File: src/rtl/flash_poll_pkg.sv
package flash_poll_pkg;

    // Command codes placed on bus_cmd
    typedef enum logic [1:0] {
        CMD_PROG        = 2'd0,
        CMD_ERASE_FIRST = 2'd1,
        CMD_ERASE_ADD   = 2'd2,
        CMD_RESET       = 2'd3
    } fp_cmd_e;

    // Outcome codes placed on resp_code
    typedef enum logic [1:0] {
        RESP_DONE    = 2'd0,
        RESP_FAIL    = 2'd1,
        RESP_TIMEOUT = 2'd2,
        RESP_REJECT  = 2'd3
    } fp_resp_e;

    typedef enum logic [3:0] {
        S_IDLE,
        S_CMD,
        S_ACC_RD,
        S_ACC_EV,
        S_PRE_RD,
        S_PRE_EV,
        S_ADD_WR,
        S_POST_RD,
        S_POST_EV,
        S_POLL_RD,
        S_POLL_EV,
        S_RST_WR,
        S_RESP
    } fp_state_e;

    // Status byte bit positions
    localparam int unsigned SB_POLL   = 7;
    localparam int unsigned SB_TOGGLE = 6;
    localparam int unsigned SB_FAIL   = 5;
    localparam int unsigned SB_WINDOW = 3;

endpackage

File: src/rtl/flash_poll_status_eval.sv
module flash_poll_status_eval
    import flash_poll_pkg::*;
(
    input  logic [7:0] stat,
    input  logic       prev_toggle,
    input  logic       prev_ok,
    input  logic       target_bit,
    output logic       at_target,
    output logic       completed,
    output logic       accepted,
    output logic       fail_seen,
    output logic       window_shut
);
    logic toggle_same;

    always_comb begin
        toggle_same = prev_ok && (stat[SB_TOGGLE] == prev_toggle);
        at_target   = (stat[SB_POLL] == target_bit);
        completed   = at_target && toggle_same;
        accepted    = !stat[SB_POLL] || (prev_ok && (stat[SB_TOGGLE] != prev_toggle));
        fail_seen   = stat[SB_FAIL];
        window_shut = stat[SB_WINDOW];
    end
endmodule

File: src/rtl/flash_poll_wdog.sv
module flash_poll_wdog #(
    parameter int unsigned LIMIT = 1024
) (
    input  logic clk,
    input  logic rst_n,
    input  logic clear,
    input  logic run,
    output logic expired
);
    localparam int unsigned WW = $clog2(LIMIT + 1);

    logic [WW-1:0] count_q;

    always_ff @(posedge clk) begin
        if (!rst_n) begin
            count_q <= '0;
        end else if (clear) begin
            count_q <= '0;
        end else if (run && !expired) begin
            count_q <= count_q + 1'b1;
        end
    end

    assign expired = (count_q >= WW'(LIMIT));
endmodule

File: src/rtl/flash_poll_ctrl.sv
module flash_poll_ctrl
    import flash_poll_pkg::*;
#(
    parameter int unsigned AW          = 16,
    parameter int unsigned SECT_W      = 12,
    parameter int unsigned MAX_SECT    = 8,
    parameter int unsigned WDOG_CYCLES = 1024,
    localparam int unsigned CW         = $clog2(MAX_SECT + 1),
    localparam int unsigned SNW        = AW - SECT_W
) (
    input  logic          clk,
    input  logic          rst_n,
    input  logic          req_valid,
    output logic          req_ready,
    input  logic          req_erase,
    input  logic [AW-1:0] req_addr,
    input  logic [7:0]    req_data,
    input  logic [CW-1:0] req_nsect,
    output logic          resp_valid,
    output logic [1:0]    resp_code,
    output logic [CW-1:0] resp_nsect,
    output logic          bus_wr,
    output logic          bus_rd,
    output logic [1:0]    bus_cmd,
    output logic [AW-1:0] bus_addr,
    output logic [7:0]    bus_wdata,
    input  logic [7:0]    bus_rdata
);
    fp_state_e state, nxt;

    logic           erase_q;
    logic [7:0]     data_q;
    logic [AW-1:0]  op_addr_q;
    logic [SNW-1:0] sect_base_q;
    logic [CW-1:0]  nsect_q;
    logic [CW-1:0]  sent_q;
    logic           prev6_q;
    logic           prev_ok_q;
    logic           retry_q;
    logic           rej_q;
    fp_resp_e       code_q;

    logic at_target, completed, accepted, fail_seen, window_shut;
    logic wd_expired, wd_run, wd_clear;
    logic more_sectors;
    logic [SNW-1:0] add_sect;

    assign more_sectors = (sent_q < nsect_q);
    assign add_sect     = sect_base_q + SNW'(sent_q);

    flash_poll_status_eval u_eval (
        .stat        (bus_rdata),
        .prev_toggle (prev6_q),
        .prev_ok     (prev_ok_q),
        .target_bit  (erase_q ? 1'b1 : data_q[7]),
        .at_target   (at_target),
        .completed   (completed),
        .accepted    (accepted),
        .fail_seen   (fail_seen),
        .window_shut (window_shut)
    );

    assign wd_clear = (state == S_CMD);
    assign wd_run   = !(state inside {S_IDLE, S_CMD, S_RST_WR, S_RESP});

    flash_poll_wdog #(.LIMIT(WDOG_CYCLES)) u_wdog (
        .clk     (clk),
        .rst_n   (rst_n),
        .clear   (wd_clear),
        .run     (wd_run),
        .expired (wd_expired)
    );

    // State register
    always_ff @(posedge clk) begin
        if (!rst_n) state <= S_IDLE;
        else        state <= nxt;
    end

    // Next-state logic
    always_comb begin
        nxt = state;
        unique case (state)
            S_IDLE:    if (req_valid) nxt = S_CMD;
            S_CMD:     nxt = erase_q ? S_ACC_RD : S_POLL_RD;
            S_ACC_RD:  nxt = wd_expired ? S_RST_WR : S_ACC_EV;
            S_ACC_EV: begin
                if (wd_expired)     nxt = S_RST_WR;
                else if (fail_seen) nxt = S_POLL_RD;
                else if (accepted)  nxt = more_sectors ? S_PRE_RD : S_POLL_RD;
                else                nxt = S_ACC_RD;
            end
            S_PRE_RD:  nxt = wd_expired ? S_RST_WR : S_PRE_EV;
            S_PRE_EV: begin
                if (wd_expired)       nxt = S_RST_WR;
                else if (window_shut) nxt = S_POLL_RD;
                else                  nxt = S_ADD_WR;
            end
            S_ADD_WR:  nxt = S_POST_RD;
            S_POST_RD: nxt = wd_expired ? S_RST_WR : S_POST_EV;
            S_POST_EV: begin
                if (wd_expired)                       nxt = S_RST_WR;
                else if (window_shut || !more_sectors) nxt = S_POLL_RD;
                else                                   nxt = S_PRE_RD;
            end
            S_POLL_RD: nxt = wd_expired ? S_RST_WR : S_POLL_EV;
            S_POLL_EV: begin
                if (wd_expired)                              nxt = S_RST_WR;
                else if (completed)                          nxt = S_RESP;
                else if (retry_q && fail_seen && !at_target) nxt = S_RST_WR;
                else                                         nxt = S_POLL_RD;
            end
            S_RST_WR:  nxt = S_RESP;
            S_RESP:    nxt = S_IDLE;
            default:   nxt = S_IDLE;
        endcase
    end

    // Operation context and poll history
    always_ff @(posedge clk) begin
        if (!rst_n) begin
            erase_q     <= 1'b0;
            data_q      <= '0;
            op_addr_q   <= '0;
            sect_base_q <= '0;
            nsect_q     <= '0;
            sent_q      <= '0;
            prev6_q     <= 1'b0;
            prev_ok_q   <= 1'b0;
            retry_q     <= 1'b0;
            rej_q       <= 1'b0;
            code_q      <= RESP_DONE;
        end else begin
            unique case (state)
                S_IDLE: if (req_valid) begin
                    erase_q     <= req_erase;
                    data_q      <= req_data;
                    sect_base_q <= req_addr[AW-1:SECT_W];
                    op_addr_q   <= req_erase ? {req_addr[AW-1:SECT_W], {SECT_W{1'b0}}} : req_addr;
                    nsect_q     <= req_nsect;
                    rej_q       <= 1'b0;
                    retry_q     <= 1'b0;
                end
                S_CMD: begin
                    sent_q    <= CW'(1);
                    prev_ok_q <= 1'b0;
                end
                S_ADD_WR: sent_q <= sent_q + 1'b1;
                S_ACC_EV, S_PRE_EV, S_POST_EV, S_POLL_EV: begin
                    prev6_q   <= bus_rdata[SB_TOGGLE];
                    prev_ok_q <= 1'b1;
                    if (wd_expired) begin
                        code_q <= RESP_TIMEOUT;
                    end else if (state == S_PRE_EV || state == S_POST_EV) begin
                        if (window_shut && (state == S_POST_EV || more_sectors)) rej_q <= 1'b1;
                    end else if (state == S_POLL_EV) begin
                        if (completed) begin
                            code_q <= rej_q ? RESP_REJECT : RESP_DONE;
                        end else if (fail_seen && !retry_q) begin
                            retry_q <= 1'b1;
                        end else if (retry_q && fail_seen && !at_target) begin
                            code_q <= RESP_FAIL;
                        end else begin
                            retry_q <= 1'b0;
                        end
                    end
                end
                S_ACC_RD, S_PRE_RD, S_POST_RD, S_POLL_RD: begin
                    if (wd_expired) code_q <= RESP_TIMEOUT;
                end
                default: ;
            endcase
        end
    end

    // Outputs
    always_comb begin
        req_ready  = (state == S_IDLE);
        resp_valid = (state == S_RESP);
        resp_code  = code_q;
        resp_nsect = sent_q;
        bus_wr     = 1'b0;
        bus_rd     = 1'b0;
        bus_cmd    = CMD_PROG;
        bus_addr   = op_addr_q;
        bus_wdata  = data_q;
        unique case (state)
            S_CMD: begin
                bus_wr  = 1'b1;
                bus_cmd = erase_q ? CMD_ERASE_FIRST : CMD_PROG;
            end
            S_ADD_WR: begin
                bus_wr   = 1'b1;
                bus_cmd  = CMD_ERASE_ADD;
                bus_addr = {add_sect, {SECT_W{1'b0}}};
            end
            S_RST_WR: begin
                bus_wr  = 1'b1;
                bus_cmd = CMD_RESET;
            end
            S_ACC_RD, S_PRE_RD, S_POST_RD, S_POLL_RD: bus_rd = 1'b1;
            default: ;
        endcase
    end
endmodule

File: config.mk
export PLATFORM = sky130hd
export DESIGN_NAME = flash_poll_ctrl
export DESIGN_NICKNAME = d
export VERILOG_FILES = /design/src/rtl/flash_poll_pkg.sv /design/src/rtl/flash_poll_status_eval.sv /design/src/rtl/flash_poll_wdog.sv /design/src/rtl/flash_poll_ctrl.sv
export SDC_FILE = /design/constraint.sdc
export NUM_CORES = 1
export LEC_CHECK = 0
export BUFFER_PORTS_ARGS = -buffer_cell sky130_fd_sc_hd__buf_2
export CAP_MARGIN = 20
export CORE_MARGIN = 5
export CORE_UTILIZATION = 54
export DETAILED_ROUTE_END_ITERATION = 8
export PLACE_DENSITY = 0.86
export SLEW_MARGIN = 20
export SYNTH_ARGS = -nofsm -noshare
export SYNTH_HDL_FRONTEND = slang
export SYNTH_HIERARCHICAL = 1
export SYNTH_SLANG_ARGS = --single-unit
File: constraint.sdc
create_clock -name clk -period 2.85 [get_ports clk]
set_clock_uncertainty 0.15 [all_clocks]
set_input_delay 0.57 -clock clk [delete_from_list [all_inputs] [get_ports clk]]
set_output_delay 0.57 -clock clk [all_outputs]
set_load 0.02 [all_outputs]
==> impl_table.tex, run 1 <==
\begin{tabular}{lr}
\hline
Metric & Value \\
\hline
\multicolumn{2}{l}{\textbf{Critical path}} \\
\quad Startpoint type of the worst setup path & flip-flop \\
\quad Critical Path AT & 1.95 ns \\
\quad Class of the most critical setup path & flip-flop to primary output \\
\quad Register-to-register setup slack & 0.40 ns \\
\quad Highest cell delay on the worst timing path & 0.41 ns \\
\quad Critical-path top delay cell & dfxtp\_2 \\
\quad Cell-by-cell trace of the critical path & ha\_1 -> inv\_1 -> fa\_1 -> xnor2\_1 -> mux2\_2 -> buf\_2 \\
\quad Required time of the critical path & 2.13 ns \\
\quad Startpoint of the most critical register-to-register path & state[0]\$\_SDFFE\_PN0P\_ \\
\quad Cells on worst reg2reg path & 6 \\
\quad Critical path fanouts, max & 7 \\
\quad Cell family contributing the most delay on the critical path & adder cells \\
\quad Critical path endpoint category & primary output \\
\quad Buffer and inverter count on the worst path & 2 \\
\quad Destination of the worst register-to-register timing path & u\_wdog/count\_q[7]\$\_SDFFE\_PP0P\_ \\
\multicolumn{2}{l}{\textbf{Placed design}} \\
\quad DPL Wire Length & 5490 um \\
\quad Count of port buffers added during placement & 71 \\
\quad Routability congestion estimate & 0.965 \\
\multicolumn{2}{l}{\textbf{Timing}} \\
\quad Final cycle utilization of the critical path & 93.7\% \\
\quad Shortest period the worst path allows & 2.67 ns \\
\quad Max Fclk & 375 MHz \\
\quad RSZ-0062 raised after global routing & false \\
\quad Final Slew Violations & 0 \\
\quad Transition time at the pin with the least slew margin & 0.739 ns \\
\quad Setup violators final & 0 \\
\quad Sum of negative setup slack & 0 ns \\
\quad Worst rel slew slack & 50.7\% \\
\quad Final hold viol count & 0 \\
\multicolumn{2}{l}{\textbf{Logic synthesis}} \\
\quad Post-synthesis cell type with the largest combined area & dfxtp\_1 \\
\quad Most frequent cell after synthesis & dfxtp\_1 \\
\quad Share of async-settable or async-resettable flops after synthesis & 0\% \\
\quad Cell count after synthesis & 394 \\
\quad Top cells by area in the synthesized netlist & dfxtp\_1 (33\%), a21oi\_1 (6.1\%), nand2\_1 (5.6\%) \\
\quad Most used DFF post-synth & dfxtp\_1 \\
\quad Avg Inst Size Synth & 8.31 um2 \\
\quad Yosys Warn Count & 6 \\
\quad Netlist Area Pre-Place & 3270 um2 \\
\quad Count of flip-flops with a built-in enable after synthesis & 0 \\
\quad Net count of the mapped netlist & 444 \\
\quad Post-synth top area share & 33.0\% \\
\quad Proportion of synthesized chip area in sequential cells & 33.0\% \\
\quad Synth Register Bits & 54 \\
\quad Yosys cell types & 70 \\
\quad Leading post-synthesis cells by instance count & dfxtp\_1 (54), nand2\_1 (49), a21oi\_1 (40), inv\_1 (18), nor2b\_1 (17) \\
\multicolumn{2}{l}{\textbf{Global routing}} \\
\quad Vias in the first global route & 2849 \\
\quad Overflow left after global routing & 0 \\
\quad Number of antenna violations at the first check in global routing & 0 \\
\quad Maximum number of pins on one net before global-route repair & 38 \\
\quad First-pass GRT wire length & 12700 um \\
\quad Total routing usage reported by global routing & 20.3\% \\
\multicolumn{2}{l}{\textbf{Detailed routing}} \\
\quad Number of design rule violations left after detail routing & 0 \\
\quad Number of nets still failing antenna checks after routing & 0 \\
\quad Number of vias per cell & 5.65 \\
\quad Post-DR wirelength/cell & 14.6 um \\
\quad Number of violations reported at the end of detailed-routing iteration 0 & 322 \\
\quad WL final & 7700 um \\
\quad Via Count & 2981 \\
\quad Number of iterations in the first detailed-routing pass & 4 \\
\multicolumn{2}{l}{\textbf{Die}} \\
\quad Initial core utilization & 55.3\% \\
\quad Die height & 87.9 um \\
\quad Boundary pin count & 76 \\
\quad Floorplan Core Area & 5920 um2 \\
\quad Total Die Area & 7720 um2 \\
\quad Site row count & 28 \\
\quad DIE WIDTH & 87.9 um \\
\multicolumn{2}{l}{\textbf{Worst hold path}} \\
\quad Hold Crit Start & op\_addr\_q[2]\$\_SDFFE\_PN0P\_ \\
\quad Cells on Worst Hold Path & 2 \\
\quad Tightest Hold Check Type & flip-flop to flip-flop \\
\quad Hold EP & op\_addr\_q[2]\$\_SDFFE\_PN0P\_ \\
\multicolumn{2}{l}{\textbf{Power and ir drop}} \\
\quad Design internal power & 0.00138 W \\
\quad Comb pwr share & 32.4\% \\
\quad Sequential cell fraction of total power & 41.7\% \\
\quad P per Cell Area & 568 nW/um2 \\
\quad Total net switching power & 0.000743 W \\
\quad Fraction of power consumed by the clock network & 25.8\% \\
\quad Design Power & 0.00212 W \\
\quad Switching share of total power & 35.1\% \\
\quad Max rail drop VDD & 0.341 mV \\
\quad Static power due to leakage & 1.58 nW \\
\multicolumn{2}{l}{\textbf{Clocking}} \\
\quad Buffer type at the clock tree root & clkbuf\_8 \\
\quad CTS H-Tree Depth & 2 \\
\quad Max Buffers Root-to-Sink & 2 \\
\quad Insertion delay of the later-clocked pin in the worst-skew pair & 0.31 ns \\
\quad Sink Count & 54 \\
\quad Clock-pin slew reported for the worst setup and hold paths after clock tree synthesis & 0.10 ns \\
\quad CTS tree & done \\
\quad CTS Buf Count & 5 \\
\multicolumn{2}{l}{\textbf{Outcome}} \\
\quad Status & finished clean \\
\multicolumn{2}{l}{\textbf{Final layout}} \\
\quad Filler cell count in the final layout & 501 \\
\quad Fraction of layout instances using a drive strength above 1 & 27.6\% \\
\quad \# nets final & 502 \\
\quad Syn-to-layout area delta & 14.0\% \\
\quad Footprint of the flip-flops and latches & 1080 um2 \\
\quad Area of the multi-input gates & 1940 um2 \\
\quad Antenna diodes & 0 \\
\multicolumn{2}{l}{\textbf{Run}} \\
\quad Max-cap violations & 0 \\
\hline
\end{tabular}
==> timing repair <==
item                       4_1_cts  5_1_grt
resized for setup                0        3
setup buffers                    0        0
hold buffers                     0        0
setup endpoints to repair        0        3
==> routing by layer <==
| layer | GRT usage [%] | vias up | share of wire [%] |
|---|---|---|---|
| met3 | 5.08 | 5 | 6.6 |
| li1 | - | 1492 | - |
| met2 | 34.4 | 97 | 49 |
| met4 | 5.72 | 0 | 0.82 |
| met5 | 0 | - | 0 |
| met1 | 25.5 | 1387 | 43 |
==> per-stage QoR <==
stage	area (um2)	util (%)	hold WS (ns)	cells	worst slack [ns]
2_1_floorplan	3270	-	0.277	394	0.406
3_3_place_gp	3610	60.9	0.284	520	0.429
3_5_place_dp	3610	60.9	0.289	520	0.360
4_1_cts	3730	63.0	0.302	528	0.0785
5_1_grt	3730	63.1	0.321	528	0.0800
6_report	3730	63.1	0.302	528	0.180
==> power by group through the flow <==
stage          registers [W]  clock network (W)  logic [W]
2_1_floorplan       0.000898                  0   0.000534
3_3_place_gp        0.000895                  0   0.000669
3_5_place_dp        0.000900                  0   0.000686
4_1_cts             0.000883           0.000559   0.000689
5_1_grt             0.000897           0.000587   0.000757
6_report            0.000885           0.000548   0.000687
==> worst max-delay path by stage <==
stage	cells after the start	endpoint	slack (ns)	start
after global placement	6	u_wdog/count_q[7]$_SDFFE_PP0P_	0.43	state[2]$_SDFFE_PN0P_
final	6	bus_addr[14]	0.18	resp_nsect[0]$_SDFFE_PN0P_
after detailed placement	6	u_wdog/count_q[5]$_SDFFE_PP0P_	0.36	state[2]$_SDFFE_PN0P_
after global routing	6	bus_addr[15]	0.08	op_addr_q[13]$_SDFFE_PN0P_
after CTS	6	bus_addr[14]	0.08	resp_nsect[0]$_SDFFE_PN0P_
after floorplan	5	bus_addr[15]	0.41	resp_nsect[1]$_SDFFE_PN0P_
==> cell usage in the layout, fill, tap and decap left out, types with 5 or more instances in the layout <==
cell type,n
clkbuf_8,6
nand2_1,49
nand2_2,10
ha_1,9
nor3b_1,6
nand2b_1,10
nor2b_1,17
inv_1,18
o21ai_0,6
dfxtp_1,51
buf_4,9
nand3_1,5
buf_2,71
a21oi_2,10
nor2_1,14
nor3_1,6
nand3b_1,16
a21oi_1,40
mux2i_1,5
xnor2_1,5
==> final cells by class <==
class | count | area share (%)
Clock buffer | 6 | 2.21
Clock inverter | 2 | 1.04
Inverter | 20 | 2.01
Multi-Input combinational cell | 291 | 51.8
Sequential cell | 54 | 29.1
Tap cell | 75 | 2.51
Timing Repair Buffer | 80 | 11.3
==> tightest hold or removal path, stage by stage, from the launching register on <==
cell     delay [ns]
dfxtp_1        0.32
nand2_1        0.05
a21oi_1        0.05
==> flip-flops by register name, summed over array words and instances (netlist names), 2 cells and up <==
signal / count
bus_wdata: 8
nsect_q: 4
op_addr_q: 16
resp_code: 2
resp_nsect: 4
state: 4
u_wdog/count_q: 11
==> cells by family (layout without fill, tap and decap cells) <==
family	Yosys count	after routing	synth area share, %
AO/OA/AOI/OAI	99	99	19.6
XOR/XNOR	8	8	2.14
adder cells (fa/ha/maj)	10	10	4.05
buffers and inverters	49	108	7.87
flip-flops	54	54	33.0
multiplexers	7	7	2.22
AND/OR/NAND/NOR	167	167	31.1
Note: power is estimated with default switching activity, not from simulation.
==> run 2: changes to the inputs <==
--- a/config.mk
+++ b/config.mk
@@ -10,7 +10,7 @@
 export CORE_MARGIN = 5
 export CORE_UTILIZATION = 54
 export DETAILED_ROUTE_END_ITERATION = 8
-export PLACE_DENSITY = 0.86
+export PLACE_DENSITY = 0.8
 export SLEW_MARGIN = 20
 export SYNTH_ARGS = -nofsm -noshare
 export SYNTH_HDL_FRONTEND = slang
==> run 2 against run 1 <==
  * Sequential share of layout area increased by 0.26 points
  * Sequential power about the same
  * Routed wire length decreased by 0.23%
  * Combinational power increased by 2%
  * Clock-buffer cell count down 1
  * Maximum frequency fell by 1.1%
  * Global-route usage grew 0.47 points
  * Critical path depth did not move
  * Worst hold slack got worse by 0.0026 ns
  * Register-to-register slack about the same
  * Non-clock buffer count is the same
  * Flip-flop and latch count did not move
  * Critical path type unchanged
  * Largest cell class unchanged
==> impl_table.tex, run 2 (synthesis gave the netlist of run 1 again) <==
\begin{tabular}{lr}
\hline
Metric & Value \\
\hline
\multicolumn{2}{l}{\textbf{Outcome}} \\
\quad Status & finished clean \\
\multicolumn{2}{l}{\textbf{Detailed routing}} \\
\quad Number of nets still failing antenna checks after routing & 0 (unchanged) \\
\quad Number of design rule violations left after detail routing & 0 (unchanged) \\
\quad Via Count & 2933 (-1.6\%) \\
\quad WL final & 7680 um (-0.23\%) \\
\quad Number of vias per cell & 5.57 (-1.4\%) \\
\quad Number of iterations in the first detailed-routing pass & 4 (unchanged) \\
\quad Post-DR wirelength/cell & 14.6 um (about the same) \\
\quad Number of violations reported at the end of detailed-routing iteration 0 & 219 (-32\%) \\
\multicolumn{2}{l}{\textbf{Die}} \\
\quad DIE WIDTH & 87.9 um (unchanged) \\
\quad Floorplan Core Area & 5920 um2 (unchanged) \\
\quad Die height & 87.9 um (unchanged) \\
\quad Initial core utilization & 55.3\% (unchanged) \\
\quad Total Die Area & 7720 um2 (unchanged) \\
\quad Boundary pin count & 76 (unchanged) \\
\quad Site row count & 28 (unchanged) \\
\multicolumn{2}{l}{\textbf{Final layout}} \\
\quad Syn-to-layout area delta & 12.8\% \\
\quad Non-Filler Cell Area, Final & 3690 um2 (-1.1\%) \\
\quad Filler cell count in the final layout & 525 (+4.8\%) \\
\quad Antenna diodes & 0 (unchanged) \\
\quad Fraction of layout instances using a drive strength above 1 & 27.0\% (-0.60 points) \\
\quad Highest-count cells in the layout ignoring fill and taps & buf\_2 (71), dfxtp\_1 (53), nand2\_1 (49), a21oi\_1 (40), inv\_1 (18) \\
\quad \# nets final & 502 (unchanged) \\
\quad Register with the most flip-flops & op\_addr\_q \\
\quad Number of flip-flops under the largest register name & 16 (unchanged) \\
\quad Core occupancy in the finished layout & 62.4\% (-0.70 points) \\
\quad Most common cell after layout, fill and taps aside & buf\_2 \\
\multicolumn{2}{l}{\textbf{Clocking}} \\
\quad CTS tree & done \\
\quad Sink Count & 54 (unchanged) \\
\quad Max Buffers Root-to-Sink & 2 (unchanged) \\
\quad CTS Buf Count & 5 (unchanged) \\
\quad Post-CTS Repair Setup Buffers & 0 (unchanged) \\
\quad CTS H-Tree Depth & 2 (unchanged) \\
\quad Buffer type at the clock tree root & clkbuf\_8 \\
\quad Insertion delay of the later-clocked pin in the worst-skew pair & 0.31 ns (about the same) \\
\quad Clock-pin slew reported for the worst setup and hold paths after clock tree synthesis & 0.10 ns (about the same) \\
\multicolumn{2}{l}{\textbf{Timing}} \\
\quad Final Slew Violations & 0 (unchanged) \\
\quad Final hold viol count & 0 (unchanged) \\
\quad RSZ-0062 raised after global routing & false \\
\quad Setup violators final & 0 (unchanged) \\
\quad Max Fclk & 371 MHz (-1.1\%) \\
\quad Transition time at the pin with the least slew margin & 0.737 ns (-0.00223 ns) \\
\quad Sum of negative setup slack & 0 ns (unchanged) \\
\quad Worst rel slew slack & 50.8\% (+0.15 points) \\
\quad Shortest period the worst path allows & 2.70 ns (+0.0288 ns) \\
\quad Worst hold slack across all endpoints & 0.300 ns (-0.00259 ns) \\
\quad Final cycle utilization of the critical path & 94.7\% (+1.0 points) \\
\multicolumn{2}{l}{\textbf{Critical path}} \\
\quad Critical Path AT & 1.98 ns (+0.03 ns) \\
\quad Critical path fanouts, max & 7 (unchanged) \\
\quad Class of the most critical setup path & flip-flop to primary output \\
\quad Cell-by-cell trace of the critical path & ha\_1 -> inv\_1 -> fa\_1 -> xnor2\_1 -> mux2\_2 -> buf\_2 \\
\quad Highest cell delay on the worst timing path & 0.47 ns (+0.06 ns) \\
\quad Startpoint type of the worst setup path & flip-flop \\
\quad Critical path endpoint category & primary output \\
\quad Required time of the critical path & 2.13 ns (about the same) \\
\quad Critical-path top delay cell & dfxtp\_1 \\
\multicolumn{2}{l}{\textbf{Power and ir drop}} \\
\quad Max rail drop VDD & 0.368 mV (+7.8\%) \\
\quad P per Cell Area & 544 nW/um2 (-4.1\%) \\
\quad Static power due to leakage & 1.56 nW (-1.2\%) \\
\multicolumn{2}{l}{\textbf{Placed design}} \\
\quad Routability congestion estimate & 0.892 (-7.6\%) \\
\quad DPL Wire Length & 5450 um (-0.59\%) \\
\quad Count of port buffers added during placement & 71 (unchanged) \\
\quad Instance area after placement & 3610 um2 (unchanged) \\
\multicolumn{2}{l}{\textbf{Global routing}} \\
\quad Total routing usage reported by global routing & 20.7\% (+0.47 points) \\
\quad Vias in the first global route & 2814 (-1.2\%) \\
\quad Overflow left after global routing & 0 (unchanged) \\
\quad Maximum number of pins on one net before global-route repair & 38 (unchanged) \\
\quad Number of antenna violations at the first check in global routing & 0 (unchanged) \\
\quad First-pass GRT wire length & 13000 um (+2.1\%) \\
\multicolumn{2}{l}{\textbf{Run}} \\
\quad Max-cap violations & 0 (unchanged) \\
\multicolumn{2}{l}{\textbf{Worst hold path}} \\
\quad Tightest Hold Check Type & flip-flop to flip-flop \\
\hline
\end{tabular}
-- run 2: cell count changes in the layout (fill, tap and decap cells not counted) --
cell	change
clkbuf_8	-1
dfxtp_2	-2
bufinv_16	-1
dfxtp_1	+2
clkinv_2	+1
-- run 2: where the power goes --
group | switching, W | total [W] | internal, W
Sequential | 0.0000610 | 0.000882 | 0.000821
Combinational | 0.000430 | 0.000699 | 0.000269
Clock | 0.000258 | 0.000428 | 0.000171
-- run 2: layer usage --
layer	track usage, %	share of wire (%)	routed length, um	vias to the layer above
li1	-	-	-	1489
met1	26.8	45	3470	1340
met2	34.4	46	3520	93
met3	6.11	7.8	598	11
met4	4.18	1.2	90	0
met5	0	0	0	-
-- run 2: worst max-delay path, delay by kind of cell (launching register included) --
family                     cells  cell delay [ns]
xor gates and xnor gates       1             0.13
muxes                          1             0.26
buffers and inverters          2             0.22
DFF                            1             0.47
adders and majority gates      2             0.60
-- run 2: path summary, 6_finish.rpt --
kind / end / from / slack [ns] / cells past startpoint
setup / recovery: bus_addr[14] / resp_nsect[0]$_SDFFE_PN0P_ / 0.15 / 6
hold / removal: op_addr_q[9]$_SDFFE_PN0P_ / op_addr_q[9]$_SDFFE_PN0P_ / 0.30 / 2
setup reg to reg: u_wdog/count_q[7]$_SDFFE_PP0P_ / state[3]$_SDFFE_PN0P_ / 0.39 / 7
hold reg to reg: op_addr_q[9]$_SDFFE_PN0P_ / op_addr_q[9]$_SDFFE_PN0P_ / 0.30 / 2
-- run 2: cell type report --
cell class	instances	area, um2	area share [%]
inverter	20	75.1	2.03
clock inverter	2	13.8	0.373
multi-input combinational	291	1940	52.4
tap	75	93.8	2.54
sequential	54	1080	29.3
clock buffer	5	68.8	1.86
timing repair buffer	80	423	11.5
-- run 2: timing repair --
item,in CTS,in global routing
setup endpoints to repair,0,1
hold endpoints to repair,0,0
gates resized for setup,0,1
hold buffers,0,0
-- run 2: metrics by stage --
| stage | total power [W] | setup WS, ns | std cells |
|---|---|---|---|
| floorplan | 0.00143 | 0.406 | 394 |
| global route | 0.00213 | 0.0494 | 527 |
| detailed placement | 0.00159 | 0.419 | 520 |
| global placement | 0.00157 | 0.473 | 520 |
| finish | 0.00201 | 0.151 | 527 |
| CTS | 0.00202 | 0.131 | 527 |
==> run 3: changes to the inputs <==
--- a/config.mk
+++ b/config.mk
@@ -5,12 +5,12 @@
 export SDC_FILE = /design/constraint.sdc
 export NUM_CORES = 1
 export LEC_CHECK = 0
-export BUFFER_PORTS_ARGS = -buffer_cell sky130_fd_sc_hd__buf_2
 export CAP_MARGIN = 20
 export CORE_MARGIN = 5
-export CORE_UTILIZATION = 54
+export CORE_UTILIZATION = 57
 export DETAILED_ROUTE_END_ITERATION = 8
-export PLACE_DENSITY = 0.8
+export DONT_BUFFER_PORTS = 1
+export PLACE_DENSITY = 0.75
 export SLEW_MARGIN = 20
 export SYNTH_ARGS = -nofsm -noshare
 export SYNTH_HDL_FRONTEND = slang
==> constraint.sdc (replaced) <==
create_clock -name clk -period 2.4 [get_ports clk]
set_clock_uncertainty 0.15 [all_clocks]
set_input_delay 0.48 -clock clk [delete_from_list [all_inputs] [get_ports clk]]
set_output_delay 0.48 -clock clk [all_outputs]
set_load 0.02 [all_outputs]
==> run 3 against run 2 <==
  * The flow now finishes with violations (setup timing)
  * Worst hold slack worse by 0.17 ns
  * Largest power group unchanged
  * Global-route usage down 0.75 points
  * Via count down 4.9%
  * Clock power up 19%
==> impl_table.tex, run 3 (synthesis gave the netlist of run 1 again) <==
\begin{tabular}{lr}
\hline
Metric & Value \\
\hline
\multicolumn{2}{l}{\textbf{Outcome}} \\
\quad Status & finished, violations left \\
\quad Failing checks & setup timing \\
\multicolumn{2}{l}{\textbf{Timing}} \\
\quad Transition time at the pin with the least slew margin & 0.731 ns (-0.00567 ns) \\
\quad Worst hold slack across all endpoints & 0.133 ns (-0.166 ns) \\
\quad Worst rel slew slack & 51.2\% (+0.38 points) \\
\quad Setup violators final & 1 (+1) \\
\quad Final hold viol count & 0 (unchanged) \\
\quad RSZ-0062 raised after global routing & true \\
\quad Sum of negative setup slack & -0.00632 ns (-0.00632 ns) \\
\quad Max Fclk & 416 MHz \\
\quad Shortest period the worst path allows & 2.41 ns \\
\quad Slack of the critical path & -0.00632 ns (-0.158 ns) \\
\quad Final Slew Violations & 0 (unchanged) \\
\quad Final cycle utilization of the critical path & 100\% \\
\multicolumn{2}{l}{\textbf{Clocking}} \\
\quad Hold-fix buffers, CTS & 0 (unchanged) \\
\quad CTS H-Tree Depth & 2 (unchanged) \\
\quad Insertion delay of the later-clocked pin in the worst-skew pair & 0.30 ns (about the same) \\
\quad Buffer type at the clock tree root & clkbuf\_8 \\
\quad Sink Count & 54 (unchanged) \\
\quad CTS Buf Count & 5 (unchanged) \\
\quad Max Buffers Root-to-Sink & 2 (unchanged) \\
\quad Clock-pin slew reported for the worst setup and hold paths after clock tree synthesis & 0.10 ns (about the same) \\
\quad CTS tree & done \\
\multicolumn{2}{l}{\textbf{Critical path}} \\
\quad Required time of the critical path & 1.77 ns (-0.36 ns) \\
\quad Critical path fanouts, max & 2 (-5) \\
\quad Register-to-register setup slack & 0.20 ns (-0.19 ns) \\
\quad Critical-path top delay cell & dfxtp\_2 \\
\quad Destination of the worst register-to-register timing path & resp\_code[1]\$\_SDFFE\_PN0P\_ \\
\quad Critical Path AT & 1.78 ns (-0.20 ns) \\
\quad Start point of the critical path & resp\_nsect[1]\$\_SDFFE\_PN0P\_ \\
\quad Startpoint of the most critical register-to-register path & bus\_wdata[7]\$\_SDFFE\_PN0P\_ \\
\quad Critical path endpoint category & primary output \\
\quad Cell-by-cell trace of the critical path & ha\_1 -> a21o\_1 -> a21oi\_2 -> mux2i\_1 -> xor2\_1 -> buf\_4 \\
\quad Buffer and inverter count on the worst path & 1 (-1) \\
\quad Cells on worst reg2reg path & 6 (-1) \\
\quad Cell family contributing the most delay on the critical path & flip-flops \\
\quad Startpoint type of the worst setup path & flip-flop \\
\quad Class of the most critical setup path & flip-flop to primary output \\
\quad Highest cell delay on the worst timing path & 0.34 ns (-0.13 ns) \\
\multicolumn{2}{l}{\textbf{Worst hold path}} \\
\quad Cells on Worst Hold Path & 2 (unchanged) \\
\quad Hold Crit Start & req\_addr[13] \\
\quad Hold EP & op\_addr\_q[13]\$\_SDFFE\_PN0P\_ \\
\quad Tightest Hold Check Type & input port to flip-flop \\
\multicolumn{2}{l}{\textbf{Final layout}} \\
\quad Register with the most flip-flops & op\_addr\_q \\
\quad Footprint of the flip-flops and latches & 1090 um2 (+0.58\%) \\
\quad Filler cell count in the final layout & 509 (-3.0\%) \\
\quad Number of flip-flops under the largest register name & 16 (unchanged) \\
\quad Fraction of layout instances using a drive strength above 1 & 18.0\% (-9.0 points) \\
\quad Syn-to-layout area delta & 6.27\% \\
\quad Antenna diodes & 0 (unchanged) \\
\quad \# nets final & 444 (-12\%) \\
\quad Area of the multi-input gates & 1950 um2 (+0.71\%) \\
\quad Most common cell after layout, fill and taps aside & nand2\_1 \\
\quad Highest-count cells in the layout ignoring fill and taps & nand2\_1 (49), dfxtp\_1 (48), a21oi\_1 (39), buf\_4 (19), inv\_1 (18) \\
\multicolumn{2}{l}{\textbf{Detailed routing}} \\
\quad WL final & 7390 um (-3.7\%) \\
\quad Number of vias per cell & 5.99 (+7.6\%) \\
\quad Number of violations reported at the end of detailed-routing iteration 0 & 255 (+16\%) \\
\quad Number of iterations in the first detailed-routing pass & 4 (unchanged) \\
\quad Post-DR wirelength/cell & 15.9 um (+8.9\%) \\
\quad Number of design rule violations left after detail routing & 0 (unchanged) \\
\quad Via Count & 2790 (-4.9\%) \\
\quad Number of nets still failing antenna checks after routing & 0 (unchanged) \\
\multicolumn{2}{l}{\textbf{Global routing}} \\
\quad Overflow left after global routing & 0 (unchanged) \\
\quad Total routing usage reported by global routing & 20.0\% (-0.75 points) \\
\quad Number of antenna violations at the first check in global routing & 0 (unchanged) \\
\quad First-pass GRT wire length & 12000 um (-7.3\%) \\
\quad GR Util met3 & 6.53\% (+0.42 points) \\
\quad Maximum number of pins on one net before global-route repair & 38 (unchanged) \\
\quad Met2 track demand over resource & 32.7\% (-1.7 points) \\
\quad Vias in the first global route & 2545 (-9.6\%) \\
\quad Busiest grt layer & met2 \\
\quad Met1 capacity usage during global routing & 25.8\% (-1.1 points) \\
\multicolumn{2}{l}{\textbf{Power and ir drop}} \\
\quad Max rail drop VDD & 0.486 mV (+32\%) \\
\quad Design Power & 0.00235 W (+17\%) \\
\quad P per Cell Area & 675 nW/um2 (+24\%) \\
\quad Static power due to leakage & 1.32 nW (-16\%) \\
\multicolumn{2}{l}{\textbf{Die}} \\
\quad Initial core utilization & 59.1\% (+3.8 points) \\
\quad Die height & 85.8 um (-2.4\%) \\
\quad Site row count & 27 (-3.6\%) \\
\quad DIE WIDTH & 85.8 um (-2.4\%) \\
\quad Boundary pin count & 76 (unchanged) \\
\quad Floorplan Core Area & 5540 um2 (-6.4\%) \\
\quad Total Die Area & 7360 um2 (-4.7\%) \\
\multicolumn{2}{l}{\textbf{Placed design}} \\
\quad DPL Wire Length & 5320 um (-2.5\%) \\
\quad Count of port buffers added during placement & 0 (-100\%) \\
\quad Routability congestion estimate & 0.880 (-1.3\%) \\
\multicolumn{2}{l}{\textbf{Run}} \\
\quad Max-cap violations & 0 (unchanged) \\
\hline
\end{tabular}
## run 3: cell types whose count changed in the layout (fill, tap and decap cells not counted), moves of 2 or more
| cell | before | now |
|---|---|---|
| buf_12 | 0 | 2 |
| buf_2 | 71 | 0 |
| buf_4 | 9 | 19 |
| dfxtp_1 | 53 | 48 |
| dfxtp_2 | 1 | 6 |
## run 3: stage by stage
step                utilization [%]  setup slack, ns  cell area [um2]  std cells
finish                         62.8         -0.00632             3480        466
global route                   62.8          -0.0593             3480        466
CTS                            62.6          -0.0190             3470        466
detailed placement             60.7            0.116             3360        458
global placement               60.7            0.217             3360        458
floorplan                         -           0.0326             3270        394
## run 3: area by class of cell
cell class,instances,share of cell area [%]
multi-input cells,291,56.0
flip-flops and latches,54,31.3
repair buffers,22,5.57
well taps,72,2.59
inverters,20,2.16
clock buffers,5,1.98
clock inverters,2,0.396
## run 3: per-layer routing
layer / share of wire [%] / vias up
met3: 7.1 / 7
met1: 44 / 1324
met5: 0 / -
met2: 48 / 80
met4: 0.89 / 0
li1: - / 1379
## run 3: power breakdown
group / internal [W] / leakage (nW) / switching, W
clock network: 0.000203 / 0.0444 / 0.000305
logic: 0.000309 / 0.832 / 0.000468
registers: 0.000977 / 0.442 / 0.0000877
total: 0.00149 / 1.32 / 0.000861
## run 3: worst max path at each step
stage / end / slack [ns] / cells past startpoint
6_report: bus_addr[15] / -0.006 / 6
5_1_grt: bus_addr[15] / -0.06 / 6
4_1_cts: bus_addr[15] / -0.02 / 6
3_5_place_dp: u_wdog/count_q[8]$_SDFFE_PP0P_ / 0.12 / 8
3_3_place_gp: u_wdog/count_q[8]$_SDFFE_PP0P_ / 0.22 / 8
2_1_floorplan: u_wdog/count_q[7]$_SDFFE_PP0P_ / 0.03 / 8
## run 3: timing repair
| action | in CTS | in global routing |
|---|---|---|
| resized for setup | 7 | 4 |
| gates cloned | 0 | 0 |
| pin swaps | 3 | 0 |
| buffers inserted | 1 | 0 |
| setup endpoints to repair | 4 | 9 |
